===== config.mk =====
export PLATFORM = sky130hd
export DESIGN_NAME = dma_ctl
export DESIGN_NICKNAME = d
export VERILOG_FILES = /design/src/rtl/dma_ctl_pkg.sv /design/src/rtl/dma_ctl_regs.sv /design/src/rtl/dma_ctl_guard.sv /design/src/rtl/dma_ctl_fsm.sv /design/src/rtl/dma_ctl.sv
export SDC_FILE = /design/constraint.sdc
export NUM_CORES = 1
export LEC_CHECK = 0
export BUFFER_PORTS_ARGS = -buffer_cell sky130_fd_sc_hd__buf_2
export CAP_MARGIN = 30
export CORE_MARGIN = 4
export CORE_UTILIZATION = 25
export CTS_BUF_LIST = sky130_fd_sc_hd__clkbuf_8
export DETAILED_ROUTE_END_ITERATION = 12
export PLACE_DENSITY_LB_ADDON = 0.1
export REMOVE_ABC_BUFFERS = 1
export SLEW_MARGIN = 20
export SYNTH_ARGS = -nofsm -noshare
export SYNTH_HDL_FRONTEND = slang
export SYNTH_HIERARCHICAL = 1
export SYNTH_SLANG_ARGS = --single-unit

===== constraint.sdc =====
create_clock -name clk -period 4.15 [get_ports clk]
set_input_delay 0.415 -clock clk [delete_from_list [all_inputs] [get_ports clk]]
set_output_delay 0.415 -clock clk [all_outputs]
set_load 0.005 [all_outputs]

===== src/rtl/dma_ctl_pkg.sv =====
package dma_ctl_pkg;
   typedef enum logic [1:0] {
      MODE_BURST  = 2'd0,
      MODE_STEAL  = 2'd1,
      MODE_BLOCK  = 2'd2,
      MODE_DEMAND = 2'd3
   } xfer_mode_e;

   typedef enum logic [1:0] {
      ST_IDLE = 2'd0,
      ST_PARK = 2'd1,
      ST_OWN  = 2'd2
   } own_state_e;

   // direction codes; bit 1 set selects memory-to-memory
   localparam logic [1:0] DIR_TO_PER   = 2'd0;
   localparam logic [1:0] DIR_FROM_PER = 2'd1;

   localparam logic [2:0] SEL_SRC  = 3'd0;
   localparam logic [2:0] SEL_DST  = 3'd1;
   localparam logic [2:0] SEL_CNT  = 3'd2;
   localparam logic [2:0] SEL_CTRL = 3'd3;
   localparam logic [2:0] SEL_CMD  = 3'd4;
   localparam logic [2:0] SEL_CLR  = 3'd5;
endpackage


===== src/rtl/dma_ctl_regs.sv =====
module dma_ctl_regs
   import dma_ctl_pkg::*;
#(
   parameter int AW = 16,
   parameter int CW = 16,
   parameter int RW = 16
) (
   input  logic          clk,
   input  logic          rst_n,
   input  logic          reg_we,
   input  logic [2:0]    reg_sel,
   input  logic [RW-1:0] reg_wdata,
   input  logic          idle,
   input  logic          inc_src,
   input  logic          inc_dst,
   input  logic          dec_cnt,
   input  logic          set_done,
   input  logic          set_err,
   input  logic          set_busy_err,
   input  logic          set_irq,
   output logic [AW-1:0] src,
   output logic [AW-1:0] dst,
   output logic [CW-1:0] cnt,
   output logic [1:0]    dir,
   output xfer_mode_e    mode,
   output logic          ie,
   output logic          start_cmd,
   output logic          done,
   output logic          err,
   output logic          busy_err,
   output logic          irq
);
   localparam logic [AW-1:0] A_ONE = 1;
   localparam logic [CW-1:0] C_ONE = 1;

   logic cfg_wr, clr_wr;
   assign cfg_wr    = reg_we && idle;
   assign clr_wr    = reg_we && (reg_sel == SEL_CLR);
   assign start_cmd = reg_we && (reg_sel == SEL_CMD) && reg_wdata[0];

   always_ff @(posedge clk) begin
      if (!rst_n) begin
         src <= '0; dst <= '0; cnt <= '0;
         dir <= DIR_TO_PER; mode <= MODE_BURST; ie <= 1'b0;
         done <= 1'b0; err <= 1'b0; busy_err <= 1'b0; irq <= 1'b0;
      end else begin
         if (cfg_wr && reg_sel == SEL_SRC) src <= reg_wdata[AW-1:0];
         else if (inc_src)                 src <= src + A_ONE;
         if (cfg_wr && reg_sel == SEL_DST) dst <= reg_wdata[AW-1:0];
         else if (inc_dst)                 dst <= dst + A_ONE;
         if (cfg_wr && reg_sel == SEL_CNT) cnt <= reg_wdata[CW-1:0];
         else if (dec_cnt)                 cnt <= cnt - C_ONE;
         if (cfg_wr && reg_sel == SEL_CTRL) begin
            dir  <= reg_wdata[1:0];
            mode <= xfer_mode_e'(reg_wdata[3:2]);
            ie   <= reg_wdata[4];
         end
         // set has priority over a simultaneous clear
         done     <= set_done     | (done     & ~(clr_wr & reg_wdata[0]));
         err      <= set_err      | (err      & ~(clr_wr & reg_wdata[1]));
         busy_err <= set_busy_err | (busy_err & ~(clr_wr & reg_wdata[2]));
         irq      <= set_irq      | (irq      & ~(clr_wr & reg_wdata[3]));
      end
   end
endmodule


===== src/rtl/dma_ctl_guard.sv =====
module dma_ctl_guard #(
   parameter int            AW    = 16,
   parameter logic [AW-1:0] LIMIT = '1,
   parameter bit            EN    = 1'b1
) (
   input  logic [AW-1:0] addr,
   output logic          bad
);
   generate
      if (EN) begin : g_cmp
         assign bad = (addr > LIMIT);
      end else begin : g_off
         assign bad = 1'b0;
      end
   endgenerate
endmodule


===== src/rtl/dma_ctl_fsm.sv =====
module dma_ctl_fsm
   import dma_ctl_pkg::*;
#(
   parameter int CW      = 16,
   parameter int DW      = 32,
   parameter int BLK_LEN = 4
) (
   input  logic          clk,
   input  logic          rst_n,
   input  logic          start_cmd,
   input  logic [CW-1:0] cnt,
   input  logic [1:0]    dir,
   input  xfer_mode_e    mode,
   input  logic          ie,
   input  logic          bus_gnt,
   input  logic          per_req,
   input  logic          bus_err,
   input  logic          addr_bad,
   input  logic [DW-1:0] bus_rdata,
   output logic          bus_req,
   output logic          bus_valid,
   output logic          wr_phase,
   output logic [DW-1:0] hold,
   output logic          inc_src,
   output logic          inc_dst,
   output logic          dec_cnt,
   output logic          set_done,
   output logic          set_err,
   output logic          set_busy_err,
   output logic          set_irq,
   output logic          idle,
   output logic          per_ack
);
   localparam int            BW       = (BLK_LEN > 1) ? $clog2(BLK_LEN) : 1;
   localparam logic [BW-1:0] BLK_LAST = BW'(BLK_LEN - 1);
   localparam logic [BW-1:0] BLK_ONE  = 1;
   localparam logic [CW-1:0] CNT_ONE  = 1;

   own_state_e    state, state_nx;
   logic [BW-1:0] blk;
   logic          phase, mem_copy, demand, active, fault, beat;
   logic          word_done, last_word, start_ok, zero_start;

   assign mem_copy   = dir[1];
   assign demand     = (mode == MODE_DEMAND);
   assign wr_phase   = (dir == DIR_FROM_PER) || (mem_copy && phase);
   assign idle       = (state == ST_IDLE);
   assign bus_req    = (state == ST_OWN);
   assign active     = bus_req && bus_gnt && (!demand || per_req);
   assign bus_valid  = active && !addr_bad;
   assign fault      = active && (addr_bad || bus_err);
   assign beat       = bus_valid && !bus_err;
   assign word_done  = beat && (!mem_copy || phase);
   assign last_word  = word_done && (cnt == CNT_ONE);
   assign start_ok   = start_cmd && idle;
   assign zero_start = start_ok && (cnt == '0);

   assign inc_src      = beat && !wr_phase;
   assign inc_dst      = beat && wr_phase;
   assign dec_cnt      = word_done;
   assign per_ack      = beat && !mem_copy;
   assign set_done     = last_word || zero_start;
   assign set_err      = fault;
   assign set_busy_err = start_cmd && !idle;
   assign set_irq      = ie && (set_done || fault);

   always_comb begin
      state_nx = state;
      case (state)
         ST_IDLE: if (start_ok && !zero_start) state_nx = demand ? ST_PARK : ST_OWN;
         ST_PARK: if (!demand || per_req) state_nx = ST_OWN;
         ST_OWN: begin
            if (fault || last_word) state_nx = ST_IDLE;
            else if (word_done) begin
               if (mode == MODE_STEAL || (mode == MODE_BLOCK && blk == BLK_LAST))
                  state_nx = ST_PARK;
            end else if (demand && !per_req) state_nx = ST_PARK;
         end
         default: state_nx = ST_IDLE;
      endcase
   end

   always_ff @(posedge clk) begin
      if (!rst_n) begin
         state <= ST_IDLE;
         blk   <= '0;
         phase <= 1'b0;
         hold  <= '0;
      end else begin
         state <= state_nx;
         if (state_nx != ST_OWN) blk <= '0;
         else if (word_done)     blk <= blk + BLK_ONE;
         if (state_nx == ST_IDLE)     phase <= 1'b0;
         else if (beat && mem_copy)   phase <= ~phase;
         if (beat && mem_copy && !phase) hold <= bus_rdata;
      end
   end
endmodule


===== src/rtl/dma_ctl.sv =====
module dma_ctl
   import dma_ctl_pkg::*;
#(
   parameter int            AW         = 16,
   parameter int            CW         = 16,
   parameter int            DW         = 32,
   parameter int            BLK_LEN    = 4,
   parameter logic [AW-1:0] ADDR_LIMIT = AW'(255),
   parameter bit            LIMIT_EN   = 1'b1,
   localparam int           RW         = (AW > CW) ? AW : CW
) (
   input  logic          clk,
   input  logic          rst_n,
   input  logic          reg_we,
   input  logic [2:0]    reg_sel,
   input  logic [RW-1:0] reg_wdata,
   output logic          bus_req,
   input  logic          bus_gnt,
   output logic          bus_valid,
   output logic          bus_we,
   output logic [AW-1:0] bus_addr,
   output logic [DW-1:0] bus_wdata,
   input  logic [DW-1:0] bus_rdata,
   input  logic          bus_err,
   input  logic          per_req,
   output logic          per_ack,
   output logic [DW-1:0] per_wdata,
   input  logic [DW-1:0] per_rdata,
   output logic          busy,
   output logic          done,
   output logic          err,
   output logic          busy_err,
   output logic          irq
);
   generate
      if (RW < 5)      begin : g_bad_rw  $error("register width must hold the control word"); end
      if (BLK_LEN < 1) begin : g_bad_blk $error("BLK_LEN must be at least 1"); end
      if (CW < 1)      begin : g_bad_cw  $error("CW must be at least 1"); end
   endgenerate

   logic [AW-1:0] src, dst;
   logic [CW-1:0] cnt;
   logic [1:0]    cfg_dir;
   xfer_mode_e    cfg_mode;
   logic          cfg_ie, start_cmd, idle, wr_phase, addr_bad;
   logic          inc_src, inc_dst, cnt_dec;
   logic          set_done, set_err, set_busy_err, set_irq;
   logic [DW-1:0] hold;

   dma_ctl_regs #(.AW(AW), .CW(CW), .RW(RW)) regs_i (
      .clk(clk), .rst_n(rst_n), .reg_we(reg_we), .reg_sel(reg_sel), .reg_wdata(reg_wdata),
      .idle(idle), .inc_src(inc_src), .inc_dst(inc_dst), .dec_cnt(cnt_dec),
      .set_done(set_done), .set_err(set_err), .set_busy_err(set_busy_err), .set_irq(set_irq),
      .src(src), .dst(dst), .cnt(cnt), .dir(cfg_dir), .mode(cfg_mode), .ie(cfg_ie),
      .start_cmd(start_cmd), .done(done), .err(err), .busy_err(busy_err), .irq(irq)
   );

   dma_ctl_guard #(.AW(AW), .LIMIT(ADDR_LIMIT), .EN(LIMIT_EN)) guard_i (
      .addr(bus_addr), .bad(addr_bad)
   );

   dma_ctl_fsm #(.CW(CW), .DW(DW), .BLK_LEN(BLK_LEN)) fsm_i (
      .clk(clk), .rst_n(rst_n), .start_cmd(start_cmd), .cnt(cnt), .dir(cfg_dir),
      .mode(cfg_mode), .ie(cfg_ie), .bus_gnt(bus_gnt), .per_req(per_req),
      .bus_err(bus_err), .addr_bad(addr_bad), .bus_rdata(bus_rdata),
      .bus_req(bus_req), .bus_valid(bus_valid), .wr_phase(wr_phase), .hold(hold),
      .inc_src(inc_src), .inc_dst(inc_dst), .dec_cnt(cnt_dec), .set_done(set_done),
      .set_err(set_err), .set_busy_err(set_busy_err), .set_irq(set_irq),
      .idle(idle), .per_ack(per_ack)
   );

   assign bus_addr  = wr_phase ? dst : src;
   assign bus_we    = wr_phase;
   assign bus_wdata = (cfg_dir == DIR_FROM_PER) ? per_rdata : hold;
   assign per_wdata = bus_rdata;
   assign busy      = !idle;
endmodule


======== Word level (Yosys, flattened, before mapping) ========
Cells that the tools add are included.
storage, ports and cells
  input bits .............................. 89
  flip-flop bits (word level) ............. 94
  logic and storage cells ................. 121
  output and inout port bits .............. 89
operators by class
  bitwise logic cells ..................... 18
  reduce and logical (&&, ||, !) cells .... 54
  multiplexer cells ....................... 16
  order comparisons ....................... 1
  add/subtract/negate cells ............... 4
  equal/unequal tests ..................... 14
operator list
  operator                 number
  $mux W16                 7
  $add A16 B1 Y16 const B  2
  $mux W32                 1
  $logic_and A1 B1 Y1      28
  $eq A16 B1 Y1 const B    1
  $gt A16 B8 Y1 const B    1
  $logic_not A16 Y1        1
  $sub A16 B1 Y16 const B  1
  $mux W2                  7
  $logic_not A1 Y1         9
  $and A1 B1 Y1            8
  $eq A2 B2 Y1 const B     4
  $logic_or A1 B1 Y1       8
  $eq A2 B1 Y1 const B     3
  $eq A3 B2 Y1 const B     2
  $eq A3 B3 Y1 const B     2
  $not A1 Y1               6
  $pmux W2 S3              1
  $reduce_bool A2 Y1       3
  $logic_not A2 Y1         2
  $or A1 B1 Y1             4
  $reduce_or A2 Y1         2
  $eq A3 B1 Y1 const B     1
  $logic_not A3 Y1         1
  2 further kinds          2

======== Logic depth before layout (Yosys ltp) ========
Gate-level depths: netlist of the first run.
  word-level depth ........................ 14
  depth in mapped cells ................... 15
  gate-level depth less buffers ........... 12

======== Hierarchy ========
The synthesis of the first run kept the hierarchy.
by module, submodules not included
  module         area an instance (um2)  seq. area each (um2)  times used  cells an instance
  dma_ctl_regs   2852.7                  1141.1                1           337
  dma_ctl_fsm    1712.9                  740.7                 1           210
  dma_ctl        994.7                   0.0                   1           88
  dma_ctl_guard  16.3                    0.0                   1           3

======== Worst setup path after synthesis of the first run ========
No wires, ideal clock.
  kind .................................... register to register
  from .................................... reg regs_i.dir[1]
  to ...................................... reg regs_i.cnt[13]
  clock period less this slack ............ 3.749 ns
  library setup time ...................... 0.074 ns
  buffers on the path ..................... 2
  stages on the path, launching flop included .. 15
  arrival ................................. 3.675 ns
  required time ........................... 4.076 ns
  setup slack ............................. 0.401 ns
  cells stage by stage .................... dfxtp_1 -> mux2_2 -> buf_2 -> buf_4 -> mux2_2 -> nor4_1 -> nand2_1 -> nor2_1 -> and3_1 -> nand2_1 -> inv_1 -> nor3b_1 -> nand2_1 -> or4_1 -> a31oi_1
on the way
  longest elaborated chain between the ends .. 9
  elaborated cells between the ends (all ways) .. 12
  those cells by class .................... 1 x order compare; 1 x eq/ne; 1 x mux; 9 x reduce/logical
RTL lines
  item                                                        line                 text
  start: declaration                                          dma_ctl_regs.sv:24   output logic [1:0] dir,
  start signal: assignment                                    dma_ctl_regs.sv:54   dir <= reg_wdata[1:0];
  $eq A2 B1 Y1 / $logic_and A1 B1 Y1 (equally long branches)  dma_ctl_fsm.sv:46    assign wr_phase = (dir == DIR_FROM_PER) || (mem_copy && phase);
  $logic_or A1 B1 Y1 *                                        dma_ctl_fsm.sv:46
  named net bus_we                                            dma_ctl.sv:20        output logic bus_we,
  $mux W16 *                                                  dma_ctl.sv:72        assign bus_addr = wr_phase ? dst : src;
  named net bus_addr[10]                                      dma_ctl.sv:21        output logic [AW-1:0] bus_addr,
  $gt A16 B8 Y1 *                                             dma_ctl_guard.sv:11  assign bad = (addr > LIMIT);
  named net addr_bad                                          dma_ctl.sv:45        logic cfg_ie, start_cmd, idle, wr_phase, addr_bad;
  $logic_not A1 Y1 *                                          dma_ctl_fsm.sv:50    assign bus_valid = active && !addr_bad;
  $logic_and A1 B1 Y1 *                                       dma_ctl_fsm.sv:50
  $logic_and A1 B1 Y1 *                                       dma_ctl_fsm.sv:52    assign beat = bus_valid && !bus_err;
  $logic_and A1 B1 Y1 *                                       dma_ctl_fsm.sv:53    assign word_done = beat && (!mem_copy || phase);
  named net cnt_dec                                           dma_ctl.sv:46        logic inc_src, inc_dst, cnt_dec;
  $reduce_bool A2 Y1 (no line) *                              --
  end signal: assignment                                      dma_ctl_regs.sv:51   if (cfg_wr && reg_sel == SEL_CNT) cnt <= reg_wdata[CW-1:0];
  end signal: assignment                                      dma_ctl_regs.sv:52   else if (dec_cnt) cnt <= cnt - C_ONE;
  end: declaration                                            dma_ctl_regs.sv:23   output logic [CW-1:0] cnt,
The timed path passes the listed nets; every way through them passes the cells marked *.
A chain may end at the register's enable or synchronous reset.

======== Final worst setup path of the first run ========
  from .................................... reg regs_i.dir[1]
  to ...................................... reg regs_i.cnt[14]
on the way
  longest elaborated chain between the ends .. 9
  elaborated cells between the ends (all ways) .. 12
  those cells by class .................... 1 x order compare; 1 x eq/ne; 1 x mux; 9 x reduce/logical
RTL lines
  item                                                        line
  $eq A2 B1 Y1 / $logic_and A1 B1 Y1 (equally long branches)  dma_ctl_fsm.sv:46
  $logic_or A1 B1 Y1 *                                        dma_ctl_fsm.sv:46
  $mux W16 *                                                  dma_ctl.sv:72
  $gt A16 B8 Y1 *                                             dma_ctl_guard.sv:11
  named net addr_bad                                          dma_ctl.sv:45
  $logic_not A1 Y1 *                                          dma_ctl_fsm.sv:50
  $logic_and A1 B1 Y1 *                                       dma_ctl_fsm.sv:50
  $logic_and A1 B1 Y1 *                                       dma_ctl_fsm.sv:52
  $logic_and A1 B1 Y1 *                                       dma_ctl_fsm.sv:53
  named net cnt_dec                                           dma_ctl.sv:46
  $reduce_bool A2 Y1 (no line) *                              --
Marked as above.

==> summary.txt, run 1 <==
CTS
  – Post-CTS Setup Inserts: 0
  – Sink Count: 94
  – CTS Buf Count: 9
  – H-tree depth: 3
  – Root Driver: clkbuf_8
  – CTS Hold Bufs: 0
  – CTS tree: done
  – Clock Latency Late Sink: 370 ps
  – CTS clock-pin slew for the worst setup and hold paths: 100 ps
  – Max Root-Sink Buffers: 2

Floorplan
  – Row cnt: 54
  – Starting density of the core: 0.255
  – I/O pins: 178
  – Core area: 21,900 µm²
  – Die area: 24,800 µm²
  – Die Wd: 157 µm
  – DIE HEIGHT: 157 µm

Final layout
  – Share of cells above drive strength 1: 0.339
  – Final net count: 857
  – Post-layout util: 0.301
  – Area added between synthesis and finish: 18.3%
  – Fill count: 2,389
  – ANT cells: 0

Logic synthesis
  – Top post-synthesis cells by area: dfxtp_1 (34%), mux2_4 (8.1%), nand2_1 (5.9%)
  – Ys async rst share: 0
  – Register bit total from synthesis: 94
  – Count of flip-flops with a built-in enable after synthesis: 0
  – Sequential share of the synthesized area: 0.337
  – Area leader, netlist: dfxtp_1
  – Synth warn: 6
  – Synth top area share: 0.337
  – Ys flop type: dfxtp_1
  – Avg Cell Area, Syn: 8.74 µm²
  – Post-synth cell types: 56
  – Post-Syn Instances: 638
  – Synthesized area: 5580 µm²

Worst hold path
  – Min-delay worst type: in -> reg
  – Hold path startpoint: bus_rdata[27]
  – Hold path depth: 3
  – Hold EP: fsm_i/hold[27]

STA
  – Final Hold Fails: 0
  – Fmax: 276 MHz
  – Setup ws final: 522 ps
  – Final setup viols: 0
  – Slew Viols, Final: 0
  – Worst Tran Pin Value: 744 ps
  – Fin crit share: 0.874
  – Final min period: 3630 ps
  – Worst Skew: 10.6 ps
  – Setup Total Neg Slack: 0 ps
  – Max-slew headroom: 0.504
  – RSZ-0062 raised after global routing: no

GRT
  – Pin count of the biggest net entering global routing: 65
  – Total GRT Usage: 0.137
  – First-pass GRT wire length: 26,700 µm
  – Antenna violations before repair: 0
  – Grt ovf: 0
  – Vias in the first global route: 4,890

Power
  – Power Density: 270 nW/µm²
  – Internal Pwr Total: 1.29 mW
  – Leak: 2.68 nW
  – Register share of total power: 0.531
  – Comb pwr share: 0.126
  – Clock Power Share: 0.343
  – Switching portion of total power: 0.276
  – Max VDD drop: 115 µV
  – Switching pwr: 0.492 mW
  – Total Power: 1.78 mW

Drt
  – Met1 wire length: 8230 µm
  – DRC violations left: 0
  – Vias per cell: 4.72
  – Top layer in use: met4
  – TritonRoute pass-1 iters: 4
  – Via count: 4,952
  – ANT nets after route: 0
  – Routed WL: 17,400 µm
  – Met2 wire length: 7620 µm
  – Wirelength per Cell: 16.6 µm
  – Routed met3 length: 1310 µm
  – DR iter-0 viols: 310

Placed design
  – Place WS: 346 ps
  – GP Congestion: 0.793
  – Port Buffers: 177
  – DP HPWL: 13,100 µm

Setup path
  – Crit. End Element: flop
  – Crit path DAT: 3930 ps
  – Worst path required time: 4450 ps
  – CP startpoint kind: flop
  – R2R depth: 11
  – WS Path Type: reg -> reg
  – Reg2reg start: regs_i/dir[1]
  – FF-to-FF setup slack: 520 ps
  – R2R Path End: regs_i/cnt[14]
  – Worst-path fanout max: 19

Status
  – Status: complete, no violations

Job
  – Max cap viols: 0
-- cells in the final DEF, fill, tap and decap left out, types with 4 or more instances in the layout --
| cell | instances |
|---|---|
| a21boi_1 | 32 |
| a21boi_0 | 6 |
| clkbuf_8 | 12 |
| xor2_1 | 16 |
| nand3b_1 | 4 |
| mux2_4 | 31 |
| or4_1 | 4 |
| buf_4 | 8 |
| nand2_1 | 88 |
| nor4_1 | 12 |
| a211oi_1 | 24 |
| xnor2_1 | 23 |
| buf_2 | 177 |
| a21oi_1 | 22 |
| nor2_1 | 45 |
| mux2i_1 | 10 |
| mux2_2 | 18 |
| nand4_1 | 9 |
| nor3_1 | 14 |
| o21ai_0 | 26 |
| nor2b_1 | 6 |
| nand3_1 | 12 |
| ha_1 | 4 |
| dfxtp_1 | 94 |
| o21a_1 | 4 |
| o31ai_1 | 5 |
| inv_1 | 14 |
| a31oi_1 | 8 |
-- repair_timing --
| action | 4_1_cts | 5_1_grt |
|---|---|---|
| resized for setup | 0 | 1 |
| endpoints found under the setup margin | 0 | 1 |
| hold endpoints to repair | 0 | 0 |
-- metal layers --
layer / vias up / GRT usage
li1: 2467 / -
met2: 184 / 0.223
met3: 16 / 0.0247
met1: 2285 / 0.184
met4: 0 / 0.0434
met5: - / 0
-- worst max-delay path by stage --
stage / startpoint / to / slack (ps) / depth (start not counted)
after floorplan: regs_i/dir[1] / regs_i/cnt[13] / 570 / 12
after CTS: regs_i/dir[1] / regs_i/cnt[13] / 330 / 12
final: regs_i/dir[1] / regs_i/cnt[14] / 520 / 11
after global placement: regs_i/dir[1] / regs_i/cnt[10] / 480 / 12
after detailed placement: regs_i/dir[1] / regs_i/cnt[13] / 350 / 12
after global routing: regs_i/dir[1] / regs_i/cnt[12] / 140 / 12
-- state kept, by name, summed over array words and instances (netlist names) --
name,flops
regs_i/irq,1
regs_i/done,1
regs_i/src,16
fsm_i/hold,32
regs_i/cnt,16
regs_i/mode,2
regs_i/dir,2
regs_i/ie,1
fsm_i/phase,1
fsm_i/blk,2
regs_i/busy_err,1
regs_i/dst,16
regs_i/err,1
fsm_i/state,2
-- cell families after synthesis --
family                   Yosys count  share of synthesized area
AO/OA/AOI/OAI                    136                      0.161
XOR/XNOR                          39                     0.0613
adder cells (fa/ha/maj)            4                    0.00898
buffers and inverters             84                     0.0971
flip-flops                        94                      0.337
multiplexers                      59                      0.137
AND/OR/NAND/NOR                  222                      0.197
-- power by group through the flow --
| stage | Sequential [mW] | Combinational, mW | Clock [mW] |
|---|---|---|---|
| 2_1_floorplan | 0.958 | 0.0956 | 0 |
| 4_1_cts | 0.945 | 0.227 | 0.647 |
| 3_5_place_dp | 0.966 | 0.226 | 0 |
| 6_report | 0.945 | 0.224 | 0.612 |
| 5_1_grt | 0.949 | 0.250 | 0.682 |
| 3_3_place_gp | 0.965 | 0.225 | 0 |
-- metrics by stage --
stage / hold WS, ps / instance area [µm²] / std cells
final: 286 / 6600 / 1049
after floorplan: 433 / 5080 / 566
after global routing: 267 / 6600 / 1049
after detailed placement: 450 / 6380 / 1031
after global placement: 444 / 6380 / 1031
after CTS: 256 / 6560 / 1047
-- worst max-delay path, stage by stage, from the launching register on --
cell and delay [ps]:
dfxtp_1 480, mux2_4 450, mux2_2 320, nor4_1 310, nand2_1 190, nor2_1 160, and3_1 270, nand2_1 140
inv_1 180, nand4bb_1 330, or4_1 570, a31oi_1 160
-- synth_stat cells, types with 2 or more instances --
cell type   n
buf_6       6
nor4b_1     3
a21boi_1   32
xor2_1     16
o21a_1      4
a211oi_1   24
mux2_2     19
a21boi_0    6
buf_2       7
mux2i_1    10
inv_1      12
nor4_1     12
buf_4      33
xnor2_1    23
mux2_4     30
and4_1      2
o31ai_1     5
nand4_1     9
dfxtp_1    94
or4_1       4
o21ai_0    26
nand2b_1    3
clkbuf_1   23
and3_1      3
nand2_1    88
nand3b_1    4
nor2_1     45
nor2b_1     6
ha_1        4
nand4_2     2
and3b_1     3
buf_12      3
a41oi_1     2
nand3_1    12
nor3_1     14
a31oi_1     8
a21oi_1    22
-- cell type report --
type                            count  area, µm²  area share
Timing Repair Buffer              187        976       0.148
Clock inverter                      4       22.5     0.00341
Multi-Input combinational cell    460       3160       0.478
Clock buffer                       12        165      0.0250
Inverter                           12       45.0     0.00683
Sequential cell                    94       1880       0.285
Tap cell                          280        350      0.0531
(Power assumes the default switching activity.)
==> inputs of run 2 (changes only) <==
--- a/config.mk
+++ b/config.mk
@@ -8,7 +8,7 @@
 export BUFFER_PORTS_ARGS = -buffer_cell sky130_fd_sc_hd__buf_2
 export CAP_MARGIN = 30
 export CORE_MARGIN = 4
-export CORE_UTILIZATION = 25
+export CORE_UTILIZATION = 53
 export CTS_BUF_LIST = sky130_fd_sc_hd__clkbuf_8
 export DETAILED_ROUTE_END_ITERATION = 12
 export PLACE_DENSITY_LB_ADDON = 0.1
==> run 2 against run 1 <==
Non-clock buffer count unchanged. Clock-buffer cell count down 3. Die area down 51%. Combinational power down 2%. Highest routed layer unchanged. Flip-flop and latch count unchanged. Utilization up 33 points. Largest power group unchanged. Setup slack worse by 160 ps.
==> summary.txt, run 2 (same netlist as run 1, synthesis figures left out) <==
Status
  – Status: complete, no violations (unchanged)

Setup path
  – Slowest cell on crit path: dfxtp_1 (was or4_1)
  – Worst-path fanout max: 19 (unchanged)
  – Most used cell along the critical path: nand2_1 (unchanged)
  – WS Path Type: reg -> reg (unchanged)
  – Worst path required time: 4390 ps (was 4450 ps)
  – Crit-path max cell delay: 490 ps (was 570 ps)
  – WP buf/inv: 1 (unchanged)
  – Crit-path leading delay family: simple AND/OR/NAND/NOR gates (unchanged)
  – Crit. End Element: flop (unchanged)
  – CP startpoint kind: flop (unchanged)
  – Crit path DAT: 4040 ps (was 3930 ps)
  – Worst path cell trace: mux2_4 -> mux2_2 -> nor4_1 -> nand2_1 -> nor2_2 -> and3_1 -> nand2_1 -> inv_1 -> nand4bb_1 -> nor4b_1 -> xnor2_1 -> a21oi_1 (was mux2_4 -> mux2_2 -> nor4_1 -> nand2_1 -> nor2_1 -> and3_1 -> nand2_1 -> inv_1 -> nand4bb_1 -> or4_1 -> a31oi_1)

STA
  – Worst Tran Pin Value: 554 ps (was 744 ps)
  – Final setup viols: 0 (unchanged)
  – RSZ-0062 raised after global routing: no (unchanged)
  – Fmax: 264 MHz (was 276 MHz)
  – Final min period: 3790 ps (was 3630 ps)
  – Setup ws final: 357 ps (was 522 ps)
  – Final hold slack: 297 ps (was 286 ps)
  – Slew Viols, Final: 0 (unchanged)
  – Final Hold Fails: 0 (unchanged)
  – Max-slew headroom: 0.629 (was 0.504)
  – Setup Total Neg Slack: 0 ps (unchanged)
  – Worst Skew: 12.0 ps (was 10.6 ps)
  – Fin crit share: 0.914 (was 0.874)

Final layout
  – Share of cells above drive strength 1: 0.340 (was 0.339)
  – Largest Register: fsm_i/hold (unchanged)
  – Final cell count without fillers: 904 (was 1,049)
  – ANT cells: 0 (unchanged)
  – Most common cell after layout, fill and taps aside: buf_2 (unchanged)
  – Max reg flops: 32 (unchanged)
  – Most frequent cells in the layout: buf_2 (177), dfxtp_1 (94), nand2_1 (88) (unchanged)
  – Area added between synthesis and finish: 16.6% (was 18.3%)
  – Post-layout util: 0.633 (was 0.301)
  – Final net count: 857 (unchanged)
  – Finished layout cell area: 6500 µm² (was 6600 µm²)

Placed design
  – Dpl cell area: 6210 µm² (was 6380 µm²)
  – Placed insts: 885 (was 1,031)
  – GP Congestion: 0.976 (was 0.793)
  – DP HPWL: 11,300 µm (was 13,100 µm)
  – Place WS: 279 ps (was 346 ps)
  – Port Buffers: 177 (unchanged)

Worst hold path
  – Min-delay worst type: in -> reg (unchanged)

Job
  – Max cap viols: 0 (unchanged)

CTS
  – H-tree depth: 3 (unchanged)
  – Sink Count: 94 (unchanged)
  – CTS Buf Count: 9 (unchanged)
  – CTS tree: done (unchanged)
  – CTS Hold Bufs: 0 (unchanged)
  – Post-CTS Setup Inserts: 0 (unchanged)
  – Clock Latency Late Sink: 360 ps (was 370 ps)
  – Max Root-Sink Buffers: 2 (unchanged)
  – CTS clock-pin slew for the worst setup and hold paths: 90 ps (was 100 ps)
  – Root Driver: clkbuf_8 (unchanged)
  – PostCTS Resize Cnt: 0 (unchanged)

Floorplan
  – Row cnt: 37 (was 54)
  – Die area: 12,200 µm² (was 24,800 µm²)
  – I/O pins: 178 (unchanged)
  – Starting density of the core: 0.543 (was 0.255)
  – Core area: 10,300 µm² (was 21,900 µm²)
  – Die Wd: 111 µm (was 157 µm)
  – DIE HEIGHT: 111 µm (was 157 µm)

Drt
  – Wirelength per Cell: 16.5 µm (was 16.6 µm)
  – TritonRoute pass-1 iters: 5 (was 4)
  – ANT nets after route: 0 (unchanged)
  – Routed WL: 14,900 µm (was 17,400 µm)
  – Via count: 4,983 (was 4,952)
  – DRC violations left: 0 (unchanged)
  – DR iter-0 viols: 226 (was 310)
  – Vias per cell: 5.51 (was 4.72)

GRT
  – First-pass GRT wire length: 24,300 µm (was 26,700 µm)
  – Antenna violations before repair: 0 (unchanged)
  – Vias in the first global route: 4,842 (was 4,890)
  – Grt ovf: 0 (unchanged)
  – Pin count of the biggest net entering global routing: 35 (was 65)
  – Total GRT Usage: 0.239 (was 0.137)

Power
  – Leak: 2.71 nW (was 2.68 nW)
  – Max VDD drop: 184 µV (was 115 µV)
  – Total Power: 1.81 mW (was 1.78 mW)
  – Power Density: 278 nW/µm² (was 270 nW/µm²)
[run 2: changes by cell type in the layout (fill, tap and decap cells not counted), sizes merged]
cell	previous run	this run
clkbuf	12	9
clkinv	0	3
clkinvlp	2	0
inv	14	13
bufinv	0	2
[run 2: path summary, 6_finish.rpt]
path,endpoint,cells after the start,start,slack [ps]
setup reg to reg,regs_i/cnt[10],12,regs_i/dir[1],360
hold reg to reg,fsm_i/hold[17],2,fsm_i/hold[17],460
hold / removal,fsm_i/hold[12],3,bus_rdata[12],300
setup / recovery,regs_i/cnt[10],12,regs_i/dir[1],360
[run 2: area by class of cell]
cell class	instances	area, µm²
well taps	136	170
flip-flops and latches	94	1880
fillers	912	3770
multi-input cells	460	3160
inverters	12	45.0
clock inverters	6	78.8
clock buffers	9	124
repair buffers	187	1040
[run 2: worst register-to-register path: stages (launching register included)]
cell,delay [ps]
dfxtp_1,490
mux2_4,450
mux2_2,330
nor4_1,280
nand2_1,200
nor2_2,260
and3_1,320
nand2_1,140
inv_1,180
nand4bb_1,350
nor4b_1,430
xnor2_1,160
a21oi_1,80
[run 2: report_power, final]
group	switching, mW	internal (mW)
clock network	0.312	0.331
registers	0.0248	0.919
logic	0.114	0.107
[run 2: routing by layer]
metal,vias up,track usage,part of all wire
met5,-,0,0
li1,2465,-,-
met1,2307,0.301,0.44
met3,25,0.0455,0.059
met2,186,0.403,0.48
met4,0,0.0928,0.019
